===== src/rtl/msi_route_pkg.sv =====
package msi_route_pkg;

    localparam int ADDR_W    = 32;
    localparam int DATA_W    = 32;
    localparam int VEC_W     = 8;
    localparam int DEST_W    = 8;
    localparam int DMODE_W   = 3;

    localparam int HINT_POS  = 3;
    localparam int DMODE_POS = 2;
    localparam int DEST_POS  = 12;
    localparam int TRIG_POS  = 15;
    localparam int IRR_POS   = 14;
    localparam int DLV_POS   = 8;

    typedef struct packed {
        logic [VEC_W-1:0]   vector;
        logic [DMODE_W-1:0] dlv_mode;
        logic               dest_mode;
        logic               level;
        logic [DEST_W-1:0]  dest;
    } route_cfg_t;

    typedef struct packed {
        logic [ADDR_W-1:0] addr;
        logic [DATA_W-1:0] data;
    } msi_msg_t;

    function automatic logic [ADDR_W-1:0] build_addr(
        input logic [ADDR_W-1:0] base,
        input route_cfg_t        cfg
    );
        logic [ADDR_W-1:0] a;
        a = base;
        a = a | (ADDR_W'(cfg.dest) << DEST_POS);
        a = a | (ADDR_W'(1) << HINT_POS);
        a = a | (ADDR_W'(cfg.dest_mode) << DMODE_POS);
        return a;
    endfunction

    function automatic logic [DATA_W-1:0] build_data(
        input route_cfg_t cfg,
        input logic       irr
    );
        logic [DATA_W-1:0] d;
        d = DATA_W'(cfg.vector);
        d = d | (DATA_W'(cfg.dlv_mode) << DLV_POS);
        d = d | (DATA_W'(irr) << IRR_POS);
        d = d | (DATA_W'(cfg.level) << TRIG_POS);
        return d;
    endfunction

endpackage


===== src/rtl/msi_src_tracker.sv =====
module msi_src_tracker
    import msi_route_pkg::*;
(
    input  logic             clk,
    input  logic             rst,
    input  logic             irq,
    input  logic             polarity,
    input  logic             level,
    input  logic             mask,
    input  logic [VEC_W-1:0] vector,
    input  logic             eoi_valid,
    input  logic [VEC_W-1:0] eoi_vector,
    input  logic             accept,
    output logic             req,
    output logic             dlv_status,
    output logic             rirr
);

    logic active;
    logic active_q;
    logic edge_seen;
    logic edge_pend;
    logic level_req;
    logic eoi_hit;

    assign active    = irq ^ polarity;
    assign edge_seen = active & ~active_q;
    assign level_req = level & active & ~rirr;
    assign eoi_hit   = eoi_valid & level & (vector == eoi_vector);

    always_ff @(posedge clk) begin
        if (rst) begin
            active_q  <= 1'b1;
            edge_pend <= 1'b0;
            rirr      <= 1'b0;
        end else begin
            active_q <= active;
            if (level) begin
                edge_pend <= 1'b0;
            end else begin
                edge_pend <= (edge_pend & ~accept) | (edge_seen & ~mask);
            end
            if (accept && level) begin
                rirr <= 1'b1;
            end else if (eoi_hit) begin
                rirr <= 1'b0;
            end
        end
    end

    assign req        = ~mask & (level ? level_req : edge_pend);
    assign dlv_status = req;

endmodule


===== src/rtl/msi_rr_arbiter.sv =====
module msi_rr_arbiter #(
    parameter int N_REQ = 24,
    localparam int IDX_W = (N_REQ > 1) ? $clog2(N_REQ) : 1
) (
    input  logic             clk,
    input  logic             rst,
    input  logic [N_REQ-1:0] req,
    input  logic             enable,
    output logic             gnt_valid,
    output logic [IDX_W-1:0] gnt_idx
);

    logic [IDX_W-1:0] last_q;
    logic             found;
    int               cand;

    always_comb begin
        found   = 1'b0;
        gnt_idx = '0;
        cand    = 0;
        for (int off = N_REQ; off >= 1; off--) begin
            cand = (int'(last_q) + off) % N_REQ;
            if (req[cand]) begin
                found   = 1'b1;
                gnt_idx = IDX_W'(cand);
            end
        end
    end

    assign gnt_valid = found & enable;

    always_ff @(posedge clk) begin
        if (rst) begin
            last_q <= IDX_W'(N_REQ - 1);
        end else if (gnt_valid) begin
            last_q <= gnt_idx;
        end
    end

endmodule


===== src/rtl/msi_msg_port.sv =====
module msi_msg_port
    import msi_route_pkg::*;
#(
    parameter int IDX_W = 5
) (
    input  logic             clk,
    input  logic             rst,
    input  logic             load,
    input  msi_msg_t         load_msg,
    input  logic [IDX_W-1:0] load_idx,
    input  logic             ready,
    output logic             valid,
    output msi_msg_t         msg,
    output logic [IDX_W-1:0] idx,
    output logic             accept
);

    assign accept = valid & ready;

    always_ff @(posedge clk) begin
        if (rst) begin
            valid <= 1'b0;
            msg   <= '0;
            idx   <= '0;
        end else if (accept) begin
            valid <= 1'b0;
        end else if (load && !valid) begin
            valid <= 1'b1;
            msg   <= load_msg;
            idx   <= load_idx;
        end
    end

endmodule


===== src/rtl/msi_route_engine.sv =====
module msi_route_engine
    import msi_route_pkg::*;
#(
    parameter int N_IN = 24,
    localparam int IDX_W = (N_IN > 1) ? $clog2(N_IN) : 1
) (
    input  logic                    clk,
    input  logic                    rst,
    input  logic [N_IN-1:0]         irq_in,
    input  logic [N_IN-1:0]         cfg_polarity,
    input  logic [N_IN-1:0]         cfg_level,
    input  logic [N_IN-1:0]         cfg_mask,
    input  logic [N_IN-1:0]         cfg_dest_mode,
    input  logic [N_IN*DMODE_W-1:0] cfg_dlv_mode,
    input  logic [N_IN*VEC_W-1:0]   cfg_vector,
    input  logic [N_IN*DEST_W-1:0]  cfg_dest,
    input  logic [ADDR_W-1:0]       msg_base,
    input  logic                    eoi_valid,
    input  logic [VEC_W-1:0]        eoi_vector,
    output logic                    msg_valid,
    input  logic                    msg_ready,
    output logic [ADDR_W-1:0]       msg_addr_lo,
    output logic [ADDR_W-1:0]       msg_addr_hi,
    output logic [DATA_W-1:0]       msg_data,
    output logic [N_IN-1:0]         dlv_status,
    output logic [N_IN-1:0]         remote_irr
);

    route_cfg_t       cfg_arr [N_IN];
    logic [N_IN-1:0]  src_req;
    logic [N_IN-1:0]  acc_vec;
    logic             gnt_valid;
    logic [IDX_W-1:0] gnt_idx;
    logic             accept;
    logic [IDX_W-1:0] acc_idx;
    route_cfg_t       sel_cfg;
    logic             sel_irr;
    msi_msg_t         next_msg;
    msi_msg_t         cur_msg;

    for (genvar g = 0; g < N_IN; g++) begin : g_src
        assign cfg_arr[g].vector    = cfg_vector[g*VEC_W +: VEC_W];
        assign cfg_arr[g].dlv_mode  = cfg_dlv_mode[g*DMODE_W +: DMODE_W];
        assign cfg_arr[g].dest_mode = cfg_dest_mode[g];
        assign cfg_arr[g].level     = cfg_level[g];
        assign cfg_arr[g].dest      = cfg_dest[g*DEST_W +: DEST_W];

        msi_src_tracker u_trk (
            .clk        (clk),
            .rst        (rst),
            .irq        (irq_in[g]),
            .polarity   (cfg_polarity[g]),
            .level      (cfg_level[g]),
            .mask       (cfg_mask[g]),
            .vector     (cfg_vector[g*VEC_W +: VEC_W]),
            .eoi_valid  (eoi_valid),
            .eoi_vector (eoi_vector),
            .accept     (acc_vec[g]),
            .req        (src_req[g]),
            .dlv_status (dlv_status[g]),
            .rirr       (remote_irr[g])
        );
    end

    always_comb begin
        for (int i = 0; i < N_IN; i++) begin
            acc_vec[i] = accept && (acc_idx == IDX_W'(i));
        end
    end

    msi_rr_arbiter #(.N_REQ(N_IN)) u_arb (
        .clk       (clk),
        .rst       (rst),
        .req       (src_req),
        .enable    (!msg_valid),
        .gnt_valid (gnt_valid),
        .gnt_idx   (gnt_idx)
    );

    always_comb begin
        sel_cfg = cfg_arr[0];
        sel_irr = remote_irr[0];
        for (int i = 1; i < N_IN; i++) begin
            if (gnt_idx == IDX_W'(i)) begin
                sel_cfg = cfg_arr[i];
                sel_irr = remote_irr[i];
            end
        end
        next_msg.addr = build_addr(msg_base, sel_cfg);
        next_msg.data = build_data(sel_cfg, sel_irr);
    end

    msi_msg_port #(.IDX_W(IDX_W)) u_port (
        .clk      (clk),
        .rst      (rst),
        .load     (gnt_valid),
        .load_msg (next_msg),
        .load_idx (gnt_idx),
        .ready    (msg_ready),
        .valid    (msg_valid),
        .msg      (cur_msg),
        .idx      (acc_idx),
        .accept   (accept)
    );

    assign msg_addr_lo = cur_msg.addr;
    assign msg_data    = cur_msg.data;
    assign msg_addr_hi = '0;

endmodule


===== config.mk =====
export PLATFORM = sky130hd
export DESIGN_NAME = msi_route_engine
export DESIGN_NICKNAME = d
export VERILOG_FILES = /design/src/rtl/msi_route_pkg.sv /design/src/rtl/msi_src_tracker.sv /design/src/rtl/msi_rr_arbiter.sv /design/src/rtl/msi_msg_port.sv /design/src/rtl/msi_route_engine.sv
export SDC_FILE = /design/constraint.sdc
export NUM_CORES = 1
export LEC_CHECK = 0
export CORE_AREA = 4 4 293 295
export DETAILED_ROUTE_END_ITERATION = 6
export DIE_AREA = 0 0 297 299
export GPL_TIMING_DRIVEN = 0
export PLACE_DENSITY = 0.58
export SYNTH_ARGS = -nofsm -noshare
export SYNTH_HDL_FRONTEND = slang
export SYNTH_HIERARCHICAL = 1
export SYNTH_SLANG_ARGS = --single-unit

===== constraint.sdc =====
create_clock -name clk -period 9.1 [get_ports clk]
set_clock_uncertainty 0.1 [all_clocks]
set_input_delay 2.73 -clock clk [delete_from_list [all_inputs] [get_ports clk]]
set_output_delay 2.73 -clock clk [all_outputs]
set_load 0.005 [all_outputs]

==> results of run 1 <==
==> cell usage after synthesis, types with 12 or more instances <==
library cell / instances / area, µm²
a211oi_1: 47 / 353
or2_0: 24 / 150
o221ai_1: 25 / 219
a21oi_1: 219 / 1100
nor2_1: 166 / 623
nand3b_1: 17 / 128
a21o_1: 16 / 120
nor3_2: 25 / 250
and3_1: 18 / 113
o2111ai_1: 12 / 105
o22ai_1: 68 / 425
mux2_2: 33 / 372
a22oi_1: 20 / 150
nand4bb_1: 69 / 777
a211o_1: 12 / 105
nor2b_1: 65 / 407
buf_2: 60 / 300
buf_4: 73 / 548
nand3_1: 53 / 265
xor2_1: 196 / 1720
a221oi_1: 22 / 193
inv_1: 76 / 285
nand2_1: 151 / 567
xnor2_1: 51 / 447
o21a_1: 14 / 105
nor3_1: 111 / 556
a311oi_1: 12 / 105
buf_6: 24 / 270
o21ai_0: 190 / 951
o32a_1: 29 / 290
ha_1: 44 / 551
mux2i_1: 90 / 901
dfxtp_1: 147 / 2940
a31oi_1: 60 / 375
nor4_1: 39 / 244
o211ai_1: 28 / 210
a2bb2oi_1: 16 / 140
or3_1: 16 / 100
nand2b_1: 130 / 813
clkbuf_1: 91 / 342
mux4_2: 41 / 923
or2b_1: 25 / 188
==> cells in the final DEF (no fill, tap or decap), types with 64 or more instances in the layout <==
cell	instances
buf_4	151
inv_1	74
xor2_1	196
clkdlybuf4s50_1	690
o21ai_0	173
nand2_1	146
o22ai_1	64
nand2b_1	126
nand4bb_1	69
nor3_1	104
a21oi_1	205
dfxtp_1	146
nor2_1	155
mux2i_1	81
==> metal layers <==
layer	vias to the layer above	track usage	routed length, µm
met5	-	0.00108	0
met2	2114	0.568	75700
met4	0	0.273	14800
met1	14300	0.401	60600
li1	12600	-	-
met3	577	0.0805	15100
==> worst reg2reg max path: cells and delay by family, from the launching register on <==
kind,cells,cell delay (ns)
AOI/OAI and AO/OA,11,2.75
adders and majority gates,2,0.65
DFF,1,0.44
and+or+nand+nor,7,1.17
buffers and inverters,10,3.89
==> what timing repair did <==
item / 4_1_cts / 5_1_grt
gates cloned: 1 / 0
endpoints found under the setup margin: 22 / 22
gates resized for setup: 202 / 157
endpoints found under the hold margin: 0 / 0
setup buffers: 33 / 36
pin swaps: 27 / 35
==> sequential cells by signal, indices dropped and copies added, names as in the netlist <==
register,flops
u_port/msg,64
g_src.u_trk/active_q,24
g_src.u_trk/edge_pend,24
g_src.u_trk/rirr,24
u_arb/last_q,5
u_port/idx,5
u_port/valid,1
==> final timing paths <==
| check | endpoint | from | cells after the start |
|---|---|---|---|
| max reg2reg | u_port/msg[4] | u_arb/last_q[3] | 30 |
| min | u_port/msg[27] | u_port/msg[27] | 2 |
| max | u_port/msg[8] | irq_in[4] | 28 |
| min reg2reg | u_port/msg[27] | u_port/msg[27] | 2 |
==> cells by family (layout without fill, tap and decap cells) <==
| kind of cell | after synthesis | count (layout) |
|---|---|---|
| adder cells (fa/ha/maj) | 44 | 44 |
| flip-flops | 147 | 147 |
| AO/OA/AOI/OAI | 942 | 942 |
| buffers and inverters | 342 | 1168 |
| other | 2 | 105 |
| multiplexers | 165 | 165 |
| AND/OR/NAND/NOR | 1005 | 1005 |
| XOR/XNOR | 247 | 247 |
==> area by class of cell <==
cell class | count | area [µm²]
well taps | 1080 | 1350
clock inverters | 11 | 165
repair buffers | 803 | 7920
fillers | 8700 | 49800
plain buffers | 250 | 1750
flip-flops and latches | 147 | 2940
clock buffers | 21 | 470
inverters | 83 | 320
diodes | 53 | 133
multi-input cells | 2455 | 18300
==> metrics by stage <==
step | hold slack [ns] | cells | setup slack [ns] | util
3_3_place_gp | 0.354 | 4755 | -2.54 | 0.371
6_report | 0.367 | 4903 | -0.0361 | 0.402
5_1_grt | 0.387 | 4893 | -0.0427 | 0.401
2_1_floorplan | 0.348 | 2944 | 0.955 | -
3_5_place_dp | 0.357 | 4757 | -2.46 | 0.371
4_1_cts | 0.371 | 4815 | -0.0139 | 0.390
==> results.yml, run 1 <==
clock_tree:
  clk_pin_slew_ns: 0.07
  htree_levels: 4
  ctsHoldBuffers: 0
  clockRootBuffer: "clkbuf_16"
  cts_buffer_depth: 2
  clk_latency_ns: 0.51
  clock-sinks: 147
  cts_buffers: 17
  tritoncts: "yes"
floorplanning:
  die-area_um2: 88800
  core.rowCount: 106
  die_w_um: 297
  die_h_um: 299
  core_um2: 83200
  initial_core_util: 0.265
  io_pins: 765
route:
  remaining_drc_errors: 0
  drt_iter0_markers: 3574
  vias: 29600
  firstDrtPassIters: 7
  ant_nets: 0
  wirelength_um: 166000
  viasPerCell: 6.04
  post_drt_wl_per_cell_um: 33.9
synthesis:
  synthCells: 2894
  ys.flop_type: "dfxtp_1"
  ys_ff_latch: 147
  synth_top_family_by_area: "compound AO/OA/AOI/OAI gates"
  ys_types: 116
  muxShareOfSynthArea: 0.101
  syn_avg_cell_area_um2: 7.60
  ys_warn_count: 6
  synth_edf_count: 0
  synth_xor_area_frac: 0.0983
  synth-seq-area-share: 0.134
  synth_async_sr_flop_share: 0
  synth-simple-area-share: 0.270
  synthAdderAreaFrac: 0.0250
  synth_area_um2: 22000
  synth_compound_area_frac: 0.287
outcome:
  violations: "setup timing"
  status: "complete, but fails checks"
critical_path:
  slowest_delay_ns: 0.60
  crit_family: "simple AND/OR/NAND/NOR gates"
  critPathKind: "primary input to flop"
  crit_path_max_fanout: 10
  cp_slowest_cell: "mux4_2"
  cp-start-kind: "primary input"
  cpMostUsedCell: "buf_6"
  cp-end-kind: "flop"
  arrival_ns: 9.46
  path_buf_inv: 6
  cp.required_ns: 9.43
  r2r_slack_ns: 0.04
global_routing:
  antenna_found_initial: 61
  grt_start_max_net_pins: 60
  track_usage: 0.351
  grt_first_pass_wirelength_um: 223000
  first_global_vias: 28000
  grt_overflow: 0
placement:
  port_buffers: 731
  placed_area_um2: 30900
  hpwlAfterDp_um: 136000
  gp_congestion: 1.05
timing:
  finalMaxSlewViolations: 0
  min_period_ns: 9.14
  tns_ns: -0.0531
  layout_setup_ws_ns: -0.0361
  worst_slew_pin_slew_ns: 1.20
  relSlewSlack: 0.199
  rsz0062_at_grt: "true"
  timing.fmax_ghz: 0.109
  fin_crit_sh: 1.00
  hold_viol_final: 0
  setup_viol: 2
hold_path:
  hp-class: "flop to flop"
layout:
  design_area_um2: 33400
  fin_nets: 4421
  drive_gt1_frac: 0.162
  area_growth_pct: 51.8
run:
  cap_violations: 0
Power of run 1 is not shown: default switching activity piles up to over one toggle a cycle in this logic, so the estimate is an artifact.
==> inputs of run 2 (changes only) <==
- ABC_AREA: unset -> 0
- GPL_TIMING_DRIVEN: 0 -> unset
==> run 2 against run 1 <==
  * Final cell count grew 3.4%
  * Maximum frequency grew 1.6%
  * Flip-flop and latch count is the same
  * Sequential share of layout area shrank 0.21 points
  * The flow now finishes without violations
  * Routed wire length shrank 12%
  * Die area is the same
  * Global-route usage shrank 3.9 points
  * Worst setup slack gained 0.15 ns
  * Utilization grew 1.0 points
==> results.yml, run 2 (synthesized netlist as in run 1, its figures left out) <==
outcome:
  status: "completed"
placement:
  gp_congestion: 0.996
  port_buffers: 731
  hpwlAfterDp_um: 124000
  dp.cells: 5003
  placed_area_um2: 33400
timing:
  min_period_ns: 8.99
  relSlewSlack: 0.169
  worst_slew_pin_slew_ns: 1.25
  tns_ns: 0
  hold_viol_final: 0
  setup_viol: 0
  timing.fmax_ghz: 0.111
  fin_crit_sh: 0.988
  finalMaxSlewViolations: 0
global_routing:
  first_global_vias: 27500
  antenna_found_initial: 47
  grt_overflow: 0
  grt_start_max_net_pins: 124
  grt_first_pass_wirelength_um: 202000
  track_usage: 0.312
layout:
  design_area_um2: 34200
  stdcell_count: 5070
  layout_common_cells: "722 x clkdlybuf4s50_1, 491 x buf_4, 217 x a21oi_1"
  drive_gt1_frac: 0.190
  final_common_cell: "clkdlybuf4s50_1"
  fin_nets: 4608
  top_register: "u_port/msg"
  area_growth_pct: 55.6
  largest_reg_flops: 64
  utilization: 0.412
  fill_cells: 8616
critical_path:
  cp-end-kind: "flop"
  path_buf_inv: 10
  crit_family: "compound AO/OA/AOI/OAI gates"
  critPathKind: "primary input to flop"
  cpMostUsedCell: "buf_4"
  worstRegToRegCells: 29
  arrival_ns: 9.34
  crit_path_max_fanout: 18
  cp_slowest_cell: "mux4_2"
  cp-start-kind: "primary input"
  crit_cells: 32
  cp.required_ns: 9.45
  slowest_delay_ns: 0.46
route:
  viasPerCell: 5.65
  vias: 28700
  remaining_drc_errors: 0
  drt_iter0_markers: 3019
  ant_nets: 0
  firstDrtPassIters: 5
  post_drt_wl_per_cell_um: 29.0
  wirelength_um: 147000
floorplanning:
  io_pins: 765
  die-area_um2: 88800
  die_h_um: 299
  initial_core_util: 0.265
  core_um2: 83200
  die_w_um: 297
  core.rowCount: 106
hold_path:
  min_path_cells: 2
  hp-class: "flop to flop"
clock_tree:
  clockRootBuffer: "clkbuf_16"
  clk_latency_ns: 0.52
  cts_buffer_depth: 2
  cts_buffers: 17
  tritoncts: "yes"
  ctsHoldBuffers: 0
  htree_levels: 4
  clock-sinks: 147
  clk_pin_slew_ns: 0.09
run:
  cap_violations: 0
run 2: stage by stage:
step / hold WS [ns] / setup WS (ns)
final: 0.366 / 0.109
after global routing: 0.400 / -0.00782
after CTS: 0.370 / 0.0120
after detailed placement: 0.355 / -0.867
after global placement: 0.352 / -0.771
after floorplan: 0.348 / 0.955
run 2: final timing paths:
path,slack (ns),start,to
setup / recovery,0.11,irq_in[7],u_port/msg[49]
hold / removal,0.37,u_port/msg[16],u_port/msg[16]
setup reg to reg,0.75,u_arb/last_q[3],u_port/msg[0]
hold reg to reg,0.37,u_port/msg[16],u_port/msg[16]
run 2: tightest hold or removal path: stages (launching register included):
cell,delay (ns)
dfxtp_1,0.31
nand2b_1,0.07
o21ai_1,0.05
run 2: final cells by class:
class / instances / area (µm²) / area share
Timing Repair Buffer: 1240 / 11300 / 0.331
Antenna cell: 33 / 82.6 / 0.00241
Clock inverter: 14 / 165 / 0.00482
Multi-Input combinational cell: 2455 / 17600 / 0.515
Tap cell: 1080 / 1350 / 0.0395
Clock buffer: 18 / 439 / 0.0128
Inverter: 83 / 312 / 0.00910
Sequential cell: 147 / 2950 / 0.0860
run 2: layer usage:
metal | vias up | wire, µm | GRT usage
met5 | - | 50 | 0
met4 | 8 | 8790 | 0.177
met3 | 293 | 11500 | 0.0671
met2 | 1487 | 71200 | 0.536
met1 | 13900 | 55500 | 0.360
li1 | 12900 | - | -
run 2: what timing repair did:
item,in CTS,in global routing
buffers inserted,0,2
endpoints found under the setup margin,2,21
hold endpoints to repair,0,0
cloned,0,0
resized for setup,3,33
pin swaps,0,5
Power of run 2 is left out for the same reason.
